[src/rtl/exc_seq_pkg.sv]
package exc_seq_pkg;

   typedef enum logic [1:0] {
      EXC_RESET    = 2'd0,
      EXC_ADDR_ERR = 2'd1,
      EXC_INSTR    = 2'd2,
      EXC_IRQ      = 2'd3
   } exc_class_e;

   typedef enum logic [2:0] {
      ST_IDLE      = 3'd0,
      ST_PUSH_SR   = 3'd1,
      ST_PUSH_PC   = 3'd2,
      ST_FETCH_VEC = 3'd3,
      ST_FETCH_RPC = 3'd4,
      ST_FETCH_RSP = 3'd5
   } seq_state_e;

   function automatic logic is_final_state(seq_state_e s);
      return (s == ST_FETCH_VEC) || (s == ST_FETCH_RSP);
   endfunction

endpackage

[src/rtl/exc_vec_addr.sv]
module exc_vec_addr
   import exc_seq_pkg::*;
#(
   parameter int DATA_W     = 32,
   parameter int VEC_W      = 8,
   parameter int SLOT_BYTES = 4
) (
   input  logic [DATA_W-1:0] base,
   input  logic [VEC_W-1:0]  vec,
   output logic [DATA_W-1:0] slot_addr,
   output logic [DATA_W-1:0] next_addr
);
   localparam int  SLOT_SHIFT = $clog2(SLOT_BYTES);
   localparam bit  SLOT_POW2  = ((1 << SLOT_SHIFT) == SLOT_BYTES);
   localparam logic [DATA_W-1:0] SLOT_STEP = DATA_W'(SLOT_BYTES);

   logic [DATA_W-1:0] vec_ext;
   logic [DATA_W-1:0] offset;

   assign vec_ext = {{(DATA_W-VEC_W){1'b0}}, vec};

   generate
      if (SLOT_POW2) begin : g_shift
         assign offset = vec_ext << SLOT_SHIFT;
      end else begin : g_mult
         assign offset = vec_ext * SLOT_STEP;
      end
   endgenerate

   assign slot_addr = base + offset;
   assign next_addr = slot_addr + SLOT_STEP;

endmodule

[src/rtl/exc_seq_fsm.sv]
module exc_seq_fsm
   import exc_seq_pkg::*;
(
   input  logic       clk,
   input  logic       rst_n,
   input  logic       req_valid,
   input  logic       req_is_reset,
   input  logic       bus_ack,
   output seq_state_e state,
   output logic       start,
   output logic       step,
   output logic       done
);
   seq_state_e state_nx;
   logic       finish;

   assign start  = req_valid && ((state == ST_IDLE) || req_is_reset);
   assign step   = bus_ack && (state != ST_IDLE) && !start;
   assign finish = step && is_final_state(state);

   always_comb begin
      state_nx = state;
      if (start) begin
         state_nx = req_is_reset ? ST_FETCH_RPC : ST_PUSH_SR;
      end else if (step) begin
         unique case (state)
            ST_PUSH_SR:   state_nx = ST_PUSH_PC;
            ST_PUSH_PC:   state_nx = ST_FETCH_VEC;
            ST_FETCH_VEC: state_nx = ST_IDLE;
            ST_FETCH_RPC: state_nx = ST_FETCH_RSP;
            ST_FETCH_RSP: state_nx = ST_IDLE;
            default:      state_nx = ST_IDLE;
         endcase
      end
   end

   always_ff @(posedge clk or negedge rst_n) begin
      if (!rst_n) begin
         state <= ST_IDLE;
         done  <= 1'b0;
      end else begin
         state <= state_nx;
         done  <= finish;
      end
   end

   // an open transfer keeps its state until acknowledge
   assert_hold_until_ack_R8: assert property (@(posedge clk) disable iff (!rst_n)
      (state != ST_IDLE && !bus_ack && !(req_valid && req_is_reset)) |=> state == $past(state));

   // done is a single-cycle pulse
   assert_done_pulse_R8: assert property (@(posedge clk) disable iff (!rst_n)
      done |=> !done);

   // a reset request always lands on the start-PC fetch
   assert_reset_restart_R10: assert property (@(posedge clk) disable iff (!rst_n)
      (req_valid && req_is_reset) |=> state == ST_FETCH_RPC);

   // a non-reset request while busy does not restart the stacking
   assert_busy_ignore_R9: assert property (@(posedge clk) disable iff (!rst_n)
      (req_valid && !req_is_reset && state != ST_IDLE && !bus_ack) |=> state == $past(state));

endmodule

[src/rtl/exc_seq_ctx.sv]
module exc_seq_ctx
   import exc_seq_pkg::*;
#(
   parameter int DATA_W   = 32,
   parameter int VEC_W    = 8,
   parameter int MASK_W   = 4,
   parameter int MASK_LSB = 4
) (
   input  logic              clk,
   input  logic              rst_n,
   input  logic              start,
   input  logic              step,
   input  logic              done,
   input  seq_state_e        state,
   input  exc_class_e        req_class,
   input  logic [VEC_W-1:0]  req_vector,
   input  logic [MASK_W-1:0] req_level,
   input  logic [DATA_W-1:0] cur_pc,
   input  logic [DATA_W-1:0] cur_sr,
   input  logic [DATA_W-1:0] cur_sp,
   input  logic [DATA_W-1:0] tbl_base,
   input  logic [DATA_W-1:0] bus_rdata,
   output exc_class_e        ctx_cls,
   output logic [VEC_W-1:0]  ctx_vec,
   output logic [DATA_W-1:0] ctx_pc,
   output logic [DATA_W-1:0] ctx_sr,
   output logic [DATA_W-1:0] ctx_sp,
   output logic [DATA_W-1:0] ctx_base,
   output logic [DATA_W-1:0] new_pc,
   output logic [DATA_W-1:0] new_sp,
   output logic [DATA_W-1:0] new_sr
);
   localparam int WORD_BYTES  = DATA_W / 8;
   localparam logic [DATA_W-1:0] FRAME_BYTES = DATA_W'(2 * WORD_BYTES);
   localparam logic [DATA_W-1:0] MASK_ONES   = DATA_W'((1 << MASK_W) - 1);
   localparam logic [DATA_W-1:0] MASK_FIELD  = MASK_ONES << MASK_LSB;

   logic [MASK_W-1:0] ctx_lvl;
   logic [DATA_W-1:0] pc_stage;
   logic [DATA_W-1:0] sr_masked;
   logic [DATA_W-1:0] sr_result;

   assign sr_masked = (ctx_sr & ~MASK_FIELD) | (DATA_W'(ctx_lvl) << MASK_LSB);
   assign sr_result = (ctx_cls == EXC_IRQ) ? sr_masked : ctx_sr;

   always_ff @(posedge clk or negedge rst_n) begin
      if (!rst_n) begin
         ctx_cls  <= EXC_RESET;
         ctx_vec  <= '0;
         ctx_lvl  <= '0;
         ctx_pc   <= '0;
         ctx_sr   <= '0;
         ctx_sp   <= '0;
         ctx_base <= '0;
      end else if (start) begin
         ctx_cls  <= req_class;
         ctx_vec  <= req_vector;
         ctx_lvl  <= req_level;
         ctx_pc   <= cur_pc;
         ctx_sr   <= cur_sr;
         ctx_sp   <= cur_sp;
         ctx_base <= (req_class == EXC_RESET) ? '0 : tbl_base;
      end
   end

   always_ff @(posedge clk or negedge rst_n) begin
      if (!rst_n) begin
         pc_stage <= '0;
         new_pc   <= '0;
         new_sp   <= '0;
         new_sr   <= '0;
      end else if (step) begin
         unique case (state)
            ST_FETCH_RPC: pc_stage <= bus_rdata;
            ST_FETCH_RSP: begin
               new_pc <= pc_stage;
               new_sp <= bus_rdata;
               new_sr <= ctx_sr;
            end
            ST_FETCH_VEC: begin
               new_pc <= bus_rdata;
               new_sp <= ctx_sp - FRAME_BYTES;
               new_sr <= sr_result;
            end
            default: ;
         endcase
      end
   end

   // interrupt result carries the level in the mask field
   assert_irq_mask_R3: assert property (@(posedge clk) disable iff (!rst_n)
      (done && ctx_cls == EXC_IRQ) |-> new_sr[MASK_LSB +: MASK_W] == ctx_lvl);

   // other exceptions keep the whole status word
   assert_mask_kept_R4: assert property (@(posedge clk) disable iff (!rst_n)
      (done && (ctx_cls == EXC_ADDR_ERR || ctx_cls == EXC_INSTR)) |-> new_sr == ctx_sr);

   // stacking leaves SP two words lower
   assert_sp_frame_R6: assert property (@(posedge clk) disable iff (!rst_n)
      (done && ctx_cls != EXC_RESET) |-> new_sp == ctx_sp - FRAME_BYTES);

endmodule

[src/rtl/exc_entry_seq.sv]
module exc_entry_seq
   import exc_seq_pkg::*;
#(
   parameter int DATA_W     = 32,
   parameter int VEC_W      = 8,
   parameter int MASK_W     = 4,
   parameter int MASK_LSB   = 4,
   parameter int SLOT_BYTES = 4
) (
   input  logic              clk,
   input  logic              rst_n,
   input  logic              req_valid,
   input  logic [1:0]        req_class,
   input  logic [VEC_W-1:0]  req_vector,
   input  logic [MASK_W-1:0] req_level,
   input  logic [DATA_W-1:0] cur_pc,
   input  logic [DATA_W-1:0] cur_sr,
   input  logic [DATA_W-1:0] cur_sp,
   input  logic [DATA_W-1:0] tbl_base,
   output logic              bus_req,
   output logic              bus_we,
   output logic [DATA_W-1:0] bus_addr,
   output logic [DATA_W-1:0] bus_wdata,
   input  logic              bus_ack,
   input  logic [DATA_W-1:0] bus_rdata,
   output logic [DATA_W-1:0] new_pc,
   output logic [DATA_W-1:0] new_sp,
   output logic [DATA_W-1:0] new_sr,
   output logic              done
);
   localparam int WORD_BYTES = DATA_W / 8;
   localparam logic [DATA_W-1:0] WORD_STEP = DATA_W'(WORD_BYTES);

   generate
      if (DATA_W % 8 != 0 || DATA_W < 16) begin : g_bad_width
         $error("exc_entry_seq: DATA_W must be a byte multiple of at least 16");
      end
      if (VEC_W < 1 || VEC_W >= DATA_W) begin : g_bad_vec
         $error("exc_entry_seq: VEC_W out of range");
      end
      if (MASK_W < 1 || MASK_LSB + MASK_W > DATA_W) begin : g_bad_mask
         $error("exc_entry_seq: mask field does not fit the status word");
      end
      if (SLOT_BYTES < 1) begin : g_bad_slot
         $error("exc_entry_seq: SLOT_BYTES must be positive");
      end
   endgenerate

   exc_class_e        cls_in;
   seq_state_e        state;
   logic              start;
   logic              step;
   logic              req_is_reset;
   exc_class_e        ctx_cls;
   logic [VEC_W-1:0]  ctx_vec;
   logic [DATA_W-1:0] ctx_pc;
   logic [DATA_W-1:0] ctx_sr;
   logic [DATA_W-1:0] ctx_sp;
   logic [DATA_W-1:0] ctx_base;
   logic [DATA_W-1:0] slot_addr;
   logic [DATA_W-1:0] next_addr;

   assign cls_in       = exc_class_e'(req_class);
   assign req_is_reset = (cls_in == EXC_RESET);

   exc_seq_fsm u_fsm (
      .clk          (clk),
      .rst_n        (rst_n),
      .req_valid    (req_valid),
      .req_is_reset (req_is_reset),
      .bus_ack      (bus_ack),
      .state        (state),
      .start        (start),
      .step         (step),
      .done         (done)
   );

   exc_seq_ctx #(
      .DATA_W   (DATA_W),
      .VEC_W    (VEC_W),
      .MASK_W   (MASK_W),
      .MASK_LSB (MASK_LSB)
   ) u_ctx (
      .clk        (clk),
      .rst_n      (rst_n),
      .start      (start),
      .step       (step),
      .done       (done),
      .state      (state),
      .req_class  (cls_in),
      .req_vector (req_vector),
      .req_level  (req_level),
      .cur_pc     (cur_pc),
      .cur_sr     (cur_sr),
      .cur_sp     (cur_sp),
      .tbl_base   (tbl_base),
      .bus_rdata  (bus_rdata),
      .ctx_cls    (ctx_cls),
      .ctx_vec    (ctx_vec),
      .ctx_pc     (ctx_pc),
      .ctx_sr     (ctx_sr),
      .ctx_sp     (ctx_sp),
      .ctx_base   (ctx_base),
      .new_pc     (new_pc),
      .new_sp     (new_sp),
      .new_sr     (new_sr)
   );

   exc_vec_addr #(
      .DATA_W     (DATA_W),
      .VEC_W      (VEC_W),
      .SLOT_BYTES (SLOT_BYTES)
   ) u_addr (
      .base      (ctx_base),
      .vec       (ctx_vec),
      .slot_addr (slot_addr),
      .next_addr (next_addr)
   );

   always_comb begin
      bus_req   = 1'b1;
      bus_we    = 1'b0;
      bus_addr  = '0;
      bus_wdata = '0;
      unique case (state)
         ST_PUSH_SR: begin
            bus_we    = 1'b1;
            bus_addr  = ctx_sp - WORD_STEP;
            bus_wdata = ctx_sr;
         end
         ST_PUSH_PC: begin
            bus_we    = 1'b1;
            bus_addr  = ctx_sp - (WORD_STEP << 1);
            bus_wdata = ctx_pc;
         end
         ST_FETCH_VEC, ST_FETCH_RPC: bus_addr = slot_addr;
         ST_FETCH_RSP:               bus_addr = next_addr;
         default:                    bus_req  = 1'b0;
      endcase
   end

   // reset sequences never write
   assert_reset_no_write_R5: assert property (@(posedge clk) disable iff (!rst_n)
      (bus_req && ctx_cls == EXC_RESET) |-> !bus_we);

   // address and data hold while a transfer waits
   assert_bus_stable_R8: assert property (@(posedge clk) disable iff (!rst_n)
      (bus_req && !bus_ack && !(req_valid && req_is_reset))
         |=> ($stable(bus_addr) && $stable(bus_wdata) && $stable(bus_we)));

   // no transfer is requested in the done cycle
   assert_done_idle_R8: assert property (@(posedge clk) disable iff (!rst_n)
      done |-> !bus_req);

endmodule

[config.mk]
export PLATFORM = sky130hd
export DESIGN_NAME = exc_entry_seq
export DESIGN_NICKNAME = d
export VERILOG_FILES = /design/src/rtl/exc_seq_pkg.sv /design/src/rtl/exc_vec_addr.sv /design/src/rtl/exc_seq_fsm.sv /design/src/rtl/exc_seq_ctx.sv /design/src/rtl/exc_entry_seq.sv
export SDC_FILE = /design/constraint.sdc
export NUM_CORES = 1
export LEC_CHECK = 0
export CAP_MARGIN = 25
export CORE_MARGIN = 1
export CORE_UTILIZATION = 24
export DETAILED_ROUTE_END_ITERATION = 12
export PLACE_DENSITY = 0.48
export REMOVE_ABC_BUFFERS = 1
export SYNTH_ARGS = -nofsm -noshare
export SYNTH_HDL_FRONTEND = slang
export SYNTH_HIERARCHICAL = 1
export SYNTH_SLANG_ARGS = --single-unit
[constraint.sdc]
create_clock -name clk -period 4.8 [get_ports clk]
set_clock_uncertainty 0.15 [all_clocks]
set_input_delay 0.72 -clock clk [delete_from_list [all_inputs] [get_ports clk]]
set_output_delay 0.72 -clock clk [all_outputs]
set_load 0.01 [all_outputs]
==> results of run 1 <==
synthesized netlist by cell type, types with 8 or more instances:
master    number  share of area
a21oi_1       24         0.0078
a22o_1        33          0.019
a22oi_1       23          0.011
a31oi_1       37          0.015
and2_1        26          0.011
and3_1         9         0.0037
buf_1         11         0.0027
buf_2          8         0.0026
clkbuf_1      78          0.019
dfrtp_1      274           0.45
ha_1          12         0.0098
inv_1         51          0.012
mux2_2       143           0.11
mux2i_1       30          0.020
nand2_1      241          0.059
nand2b_1       8         0.0033
nand3_1       44          0.014
nand4_1       14         0.0057
nor2_1        87          0.021
nor3_1        27         0.0088
nor4_1         8         0.0033
o211ai_1      13         0.0064
o21a_1        10         0.0049
o21ai_0       67          0.022
o21ai_1       17         0.0055
o31ai_1       12         0.0059
or3_1         13         0.0053
or4_1         15         0.0073
xnor2_1       57          0.033
xor2_1        16         0.0091
per-stage QoR:
stage               power [mW]  setup WS [ns]
floorplan                8.532        -0.3845
global placement         12.14        0.07457
detailed placement       12.28      -0.003038
CTS                      15.17       -0.03423
global route             16.32        -0.2045
finish                   15.26       -0.02347
power by group through the flow:
stage          clock [mW]  sequential [mW]  combinational [mW]
2_1_floorplan           0             4.53                4.00
3_3_place_gp            0             4.59                7.55
3_5_place_dp            0             4.64                7.64
4_1_cts              2.86             4.62                7.69
5_1_grt              2.94             4.82                8.56
6_report             2.75             4.62                7.89
what timing repair did:
| action | CTS | global route |
|---|---|---|
| pin swaps | 19 | 35 |
| gates resized for setup | 83 | 62 |
| buffers inserted | 2 | 6 |
| endpoints found under the setup margin | 20 | 20 |
| endpoints found under the hold margin | 0 | 0 |
| gates cloned | 0 | 0 |
| hold buffers | 0 | 0 |
per-layer routing:
| layer | track usage | vias up |
|---|---|---|
| li1 | - | 6329 |
| met4 | 0.04260 | 8 |
| met5 | 0 | - |
| met1 | 0.2143 | 6495 |
| met2 | 0.2597 | 298 |
| met3 | 0.03715 | 76 |
cells by family (layout without fill, tap and decap cells):
family	Yosys count	after routing	share of synthesized area
other	0	4	0
multiplexers	173	173	0.1246
adder cells (fa/ha/maj)	13	13	0.01110
flip-flops	274	274	0.4472
AND/OR/NAND/NOR	552	552	0.1813
XOR/XNOR	74	74	0.04277
AO/OA/AOI/OAI	319	319	0.1501
buffers and inverters	159	534	0.04285
sequential cells by signal, indices dropped and copies added, names as in the netlist, 4 cells and up:
signal          count
u_ctx/new_pc       32
u_ctx/new_sr       32
u_ctx/ctx_pc       32
u_ctx/ctx_lvl       4
u_ctx/ctx_base     32
u_ctx/ctx_sp       32
u_ctx/ctx_sr       32
u_ctx/pc_stage     32
u_ctx/new_sp       32
u_ctx/ctx_vec       8
layout make-up:
| class | count | area, um2 | share of cell area |
|---|---|---|---|
| Multi-Input combinational cell | 1131 | 8174 | 0.3804 |
| Sequential cell | 274 | 6857 | 0.3191 |
| Timing Repair Buffer | 417 | 3985 | 0.1854 |
| Tap cell | 846 | 1059 | 0.04926 |
| Clock buffer | 52 | 1052 | 0.04896 |
| Inverter | 51 | 191.4 | 0.008908 |
| Clock inverter | 14 | 162.7 | 0.007569 |
| Antenna cell | 4 | 10.01 | 0.0004658 |
critical path: cells and delay by family, from the launching register on:
family,cells,cell delay (ns)
buffers and inverters,5,0.87
AND/OR/NAND/NOR,3,0.53
flip-flops,1,0.41
AO/OA/AOI/OAI,5,1.16
XOR/XNOR,2,0.28
adder cells (fa/ha/maj),1,0.18
worst max path at each step:
stage                              to         startpoint  slack [ns]  cells after the start
floorplan           u_ctx/pc_stage[0]     u_fsm/state[0]       -0.38                      4
global placement         bus_addr[27]  u_ctx/ctx_base[2]        0.07                     15
detailed placement       bus_addr[22]  u_ctx/ctx_base[2]      -0.003                     15
CTS                      bus_addr[25]   u_ctx/ctx_vec[0]       -0.03                     15
global route             bus_addr[18]  u_ctx/ctx_base[2]       -0.20                     15
finish                   bus_addr[30]  u_ctx/ctx_base[2]       -0.02                     16
==> flow_metrics.env, run 1 <==
export IMPL_place_congestion=0.8322
export IMPL_maxCapViolCount=0
export IMPL_synth_ff_type="dfrtp_1"
export IMPL_worstPathArrival_ns=3.95
export IMPL_layout_commonest_cell="clkdlybuf4s50_1"
export IMPL_cp_max_fo=5
export IMPL_top_layer="met5"
export IMPL_violations="negative setup slack"
export IMPL_vias_per_cell=4.735
export IMPL_combPwrFrac=0.517
export IMPL_cp_cell_sequence="ha_4 > buf_6 > a211oi_4 > buf_4 > xnor2_2 > a31o_2 > nand4_1 > buf_4 > or2_4 > a2111oi_4 > buf_4 > nand4_1 > xnor2_2 > a22oi_2 > o211ai_1 > buf_2"
export IMPL_grt_pass1_vias=13090
export IMPL_drive_gt1_frac=0.2001
export IMPL_powerDensity_nw_per_um2=710.1
export IMPL_crit_path_frequent_cell="buf_4"
export IMPL_final_fill_count=6498
export IMPL_wl_met2_mm=25.31
export IMPL_swShare=0.4044
export IMPL_dieHeight_um=254.7
export IMPL_syn_to_final_growth_pct=40.18
export IMPL_synth_cell_type_count=89
export IMPL_hold_slack_ns=0.04667
export IMPL_dr_pass1_iters=5
export IMPL_relSlewSlack=0.2593
export IMPL_post_route_period_util=1.005
export IMPL_cts_sinks=274
export IMPL_hold_viol_final=0
export IMPL_r2r_start="u_fsm/state[0]"
export IMPL_synth_edff_count=0
export IMPL_drt_iter0_drc=654
export IMPL_p_clk_frac=0.180
export IMPL_coreArea_um2=63080
export IMPL_finalInstanceArea_um2=21490
export IMPL_yosysWarnings=6
export IMPL_syn_inst=1564
export IMPL_drv_slew=0
export IMPL_clk_latency_ns=0.53
export IMPL_overflow=0
export IMPL_fmax_mhz=207.3
export IMPL_met3_wirelength_mm=2.893
export IMPL_clockBufferDepth=3
export IMPL_p_int_mw=9.089
export IMPL_end_kind="output port"
export IMPL_critPathSlowestCell="dfrtp_1"
export IMPL_wl_per_cell_um=19.22
export IMPL_worstSetupPathType="flop to output port"
export IMPL_htree_levels=2
export IMPL_ys_ff_latch=274
export IMPL_rsz0062_at_grt="true"
export IMPL_io_pins=341
export IMPL_synth_yosys_seq_area_share=0.4472
export IMPL_clockRootBuffer="clkbuf_16"
export IMPL_cp_required_ns=3.93
export IMPL_dpl_hpwl_mm=39.57
export IMPL_die_area_um2=64890
export IMPL_tightestPinTransition_ns=1.101
export IMPL_grt_max_degree=103
export IMPL_die_w_um=254.7
export IMPL_hold_path_class="input pin to async pin"
export IMPL_io_buffers=340
export IMPL_grt_pass1_wl_mm=80.48
export IMPL_ir_worst_vdd_mv=0.3998
export IMPL_status="complete, but fails checks"
export IMPL_instances_no_fill=2789
export IMPL_cp_start_kind="flop"
export IMPL_r2r_end="u_ctx/new_pc[29]"
export IMPL_reg2reg_depth=7
export IMPL_clkSlewWorstSetupHoldPaths_ns=0.05
export IMPL_grtUsageTotal=0.1607
export IMPL_timing_final_ws_setup_ns=-0.02347
export IMPL_final_min_clock_period_ns=4.823
export IMPL_placed_cells=2711
export IMPL_layout_nets=2102
export IMPL_setup_viol=3
export IMPL_routed_wl_mm=53.59
export IMPL_cts_tree="built"
export IMPL_synth_avg_cell_area_um2=9.802
export IMPL_antenna_left=0
export IMPL_syn_area_um2=15330
export IMPL_drc=0
export IMPL_p_seq_frac=0.303
export IMPL_r2r_setup_slack_ns=1.45
export IMPL_p_leak_nw=8.512
export IMPL_async_flop_share=1.000
export IMPL_rows=92
export IMPL_tns_ns=-0.05417
export IMPL_placed_cell_area_um2=19950
export IMPL_max_stage_delay_ns=0.41
export IMPL_final_cell_mix="318 x clkdlybuf4s50_1, 274 x dfrtp_1, 240 x nand2_1, 143 x mux2_2, 87 x nor2_1"
export IMPL_via_count=13210
export IMPL_wl_met1_mm=24.15
export IMPL_numCtsBuffers=36
export IMPL_start_util=0.2430
export IMPL_utilization=0.3407
export IMPL_switching_power_mw=6.171
export IMPL_antenna_found_initial=9
Power figures use the tool's default switching activity.
==> run 2, diff against run 1 <==
HOLD_SLACK_MARGIN = 0.05   (was not set)
SYNTH_HIERARCHICAL = not set   (was 1)
==> run 2 against run 1 <==
Net effect:
- the run still ends with negative setup slack left
- cell count fell by 5.8%
- combinational power down 7.2%
- sequential share of layout area increased by 0.44 points
- highest routed layer unchanged
==> flow_metrics.env, run 2 <==
export IMPL_tightestPinTransition_ns=0.8509
export IMPL_syn_inst=1431
export IMPL_numCtsBuffers=36
export IMPL_ir_worst_vdd_mv=0.2715
export IMPL_start_util=0.2428
export IMPL_critPathBufInv=3
export IMPL_syn_to_final_growth_pct=44.64
export IMPL_ys_ff_latch=274
export IMPL_htree_levels=2
export IMPL_post_route_period_util=1.001
export IMPL_r2r_setup_slack_ns=1.64
export IMPL_routed_wl_mm=52.73
export IMPL_worstPathArrival_ns=3.93
export IMPL_maxCapViolCount=0
export IMPL_cp_required_ns=3.93
export IMPL_layout_nets=2007
export IMPL_clockBufferDepth=3
export IMPL_grt_max_degree=135
export IMPL_synth_ff_type="dfrtp_1"
export IMPL_antenna_left=0
export IMPL_drive_gt1_frac=0.2330
export IMPL_setup_viol=2
export IMPL_violations="negative setup slack"
export IMPL_final_cell_mix="318 x clkdlybuf4s50_1, 274 x dfrtp_1, 213 x nand2_1, 144 x mux2_2, 105 x o21ai_0"
export IMPL_synth_area_leaders="dfrtp_1 47%, mux2_2 11%, nand2_1 5.5%"
export IMPL_critPathSlowestCell="dfrtp_1"
export IMPL_synthMuxAreaShare=0.1400
export IMPL_dr_pass1_iters=5
export IMPL_yosysWarnings=0
export IMPL_yosys_top_cells_count="274 x dfrtp_1, 213 x nand2_1, 144 x mux2_2"
export IMPL_status="complete, but fails checks"
export IMPL_hold_path_class="input pin to async pin"
export IMPL_synth_yosys_seq_area_share=0.4678
export IMPL_cp_max_fo=4
export IMPL_io_pins=341
export IMPL_cts_sinks=274
export IMPL_synth_edff_count=0
export IMPL_synth_cell_type_count=94
export IMPL_synthSimpleGateAreaFrac=0.1410
export IMPL_hold_slack_ns=0.05688
export IMPL_clkSlewWorstSetupHoldPaths_ns=0.05
export IMPL_max_stage_delay_ns=0.41
export IMPL_dieHeight_um=249.1
export IMPL_async_flop_share=1.000
export IMPL_worstSetupPathType="flop to output port"
export IMPL_placed_cells=2539
export IMPL_end_kind="output port"
export IMPL_grt_pass1_wl_mm=80.46
export IMPL_synth_avg_cell_area_um2=10.24
export IMPL_synth_compound_area_share=0.1643
export IMPL_powerDensity_nw_per_um2=692.3
export IMPL_antenna_found_initial=14
export IMPL_crit_path_frequent_cell="buf_6"
export IMPL_drt_iter0_drc=731
export IMPL_place_congestion=0.8337
export IMPL_io_buffers=340
export IMPL_yosys_area_top_type="dfrtp_1"
export IMPL_wl_per_cell_um=20.08
export IMPL_via_count=12670
export IMPL_grtUsageTotal=0.1673
export IMPL_die_w_um=249.1
export IMPL_cp_start_kind="flop"
export IMPL_relSlewSlack=0.4327
export IMPL_overflow=0
export IMPL_cp_top_family="compound AO/OA/AOI/OAI gates"
export IMPL_drc=0
export IMPL_rsz0062_at_grt="true"
export IMPL_grt_pass1_vias=13010
export IMPL_coreArea_um2=60360
export IMPL_instances_no_fill=2626
export IMPL_timing_final_ws_setup_ns=-0.004817
export IMPL_dpl_hpwl_mm=38.17
export IMPL_synthAdderAreaFrac=0.01161
export IMPL_cts_tree="built"
export IMPL_final_min_clock_period_ns=4.805
export IMPL_hold_buffers=0
export IMPL_clockRootBuffer="clkbuf_16"
export IMPL_fmax_mhz=208.1
export IMPL_synth_xor_area_frac=0.04456
export IMPL_drv_slew=0
export IMPL_p_leak_nw=8.884
export IMPL_synth_most_common_cell="dfrtp_1"
export IMPL_cp_cell_sequence="ha_4 > fa_2 > a211oi_2 > buf_4 > buf_6 > o21ai_4 > a21boi_2 > xnor2_2 > a2111oi_4 > nand3_2 > or3_4 > o41a_1 > o21ai_2 > buf_6"
export IMPL_hold_viol_final=0
export IMPL_syn_area_um2=14660
export IMPL_rows=90
export IMPL_die_area_um2=62060
export IMPL_synth_top_family_by_area="compound AO/OA/AOI/OAI gates"
export IMPL_vias_per_cell=4.823
export IMPL_clk_latency_ns=0.56
export IMPL_synth_top_cell_area_share=0.4678
export IMPL_layout_commonest_cell="clkdlybuf4s50_1"
## run 2: cell count changes in the layout (fill, tap and decap cells not counted), moves of 20 or more
cell and change:
a21oi_1 +40, a22o_1 +31, a31oi_1 -33, and2_1 -20
inv_1 -38, nand2_1 -27, nand3_1 -25, o21ai_0 +43
## run 2: stage by stage
step | worst slack (ns) | instance area, um2 | util | power (mW) | TNS (ns)
final | -0.004817 | 21200 | 0.3512 | 14.68 | -0.005723
after CTS | -0.04080 | 20850 | 0.3454 | 14.72 | -0.07873
after floorplan | -2.884 | 14250 | - | 8.054 | -448.39
after global routing | -0.2180 | 21190 | 0.3511 | 15.71 | -2.235
after detailed placement | -0.07694 | 19290 | 0.3195 | 11.55 | -0.1010
after global placement | -0.01418 | 19290 | 0.3195 | 11.47 | -0.01418
## run 2: metal layers
metal	track usage	routed length [um]	part of all wire	vias to the layer above
met5	0	147	0.0028	-
met4	0.04638	1213	0.023	22
met3	0.05632	4206	0.080	89
met2	0.2740	24530	0.47	378
met1	0.2088	22630	0.43	6259
li1	-	-	-	5918
## run 2: final timing paths
path / start / to / depth (start not counted)
max in group asynchronous: rst_n / u_ctx.ctx_sr[13] / 2
min in group clk: u_ctx.new_sr[19] / u_ctx.new_sr[19] / 2
hold reg to reg: u_ctx.new_sr[19] / u_ctx.new_sr[19] / 2
hold / removal: rst_n / u_ctx.new_pc[21] / 1
setup / recovery: u_ctx.ctx_vec[0] / bus_addr[28] / 14
setup reg to reg: u_ctx.ctx_sp[3] / u_ctx.new_sp[25] / 11
## run 2: kinds of logic (layout without fill, tap and decap cells)
group / after synthesis / in the layout
simple gates: 432 / 432
compound gates: 349 / 349
flops: 274 / 274
mux: 187 / 187
buf+inv: 104 / 514
xor+xnor: 72 / 72
fa+ha+maj: 13 / 13
other cells: 0 / 3
## run 2: cell type report
| type | instances | area (um2) |
|---|---|---|
| fillers | 6128 | 39160 |
| multi-input cells | 1053 | 7826 |
| flip-flops and latches | 274 | 6857 |
| repair buffers | 439 | 4182 |
| clock buffers | 48 | 1037 |
| well taps | 782 | 978.4 |
| clock inverters | 15 | 266.5 |
| inverters | 12 | 45.04 |
| diodes | 3 | 7.507 |
## run 2: timing repair
action,CTS,global route
resized for setup,100,70
setup buffers,11,13
endpoints found under the setup margin,21,21
pin swaps,18,31
## run 2: report_power, final
part           total (mW)  switching, mW  internal [mW]
logic                7.32           3.70           3.62
clock network        2.96           1.11           1.85
registers            4.39          0.973           3.42
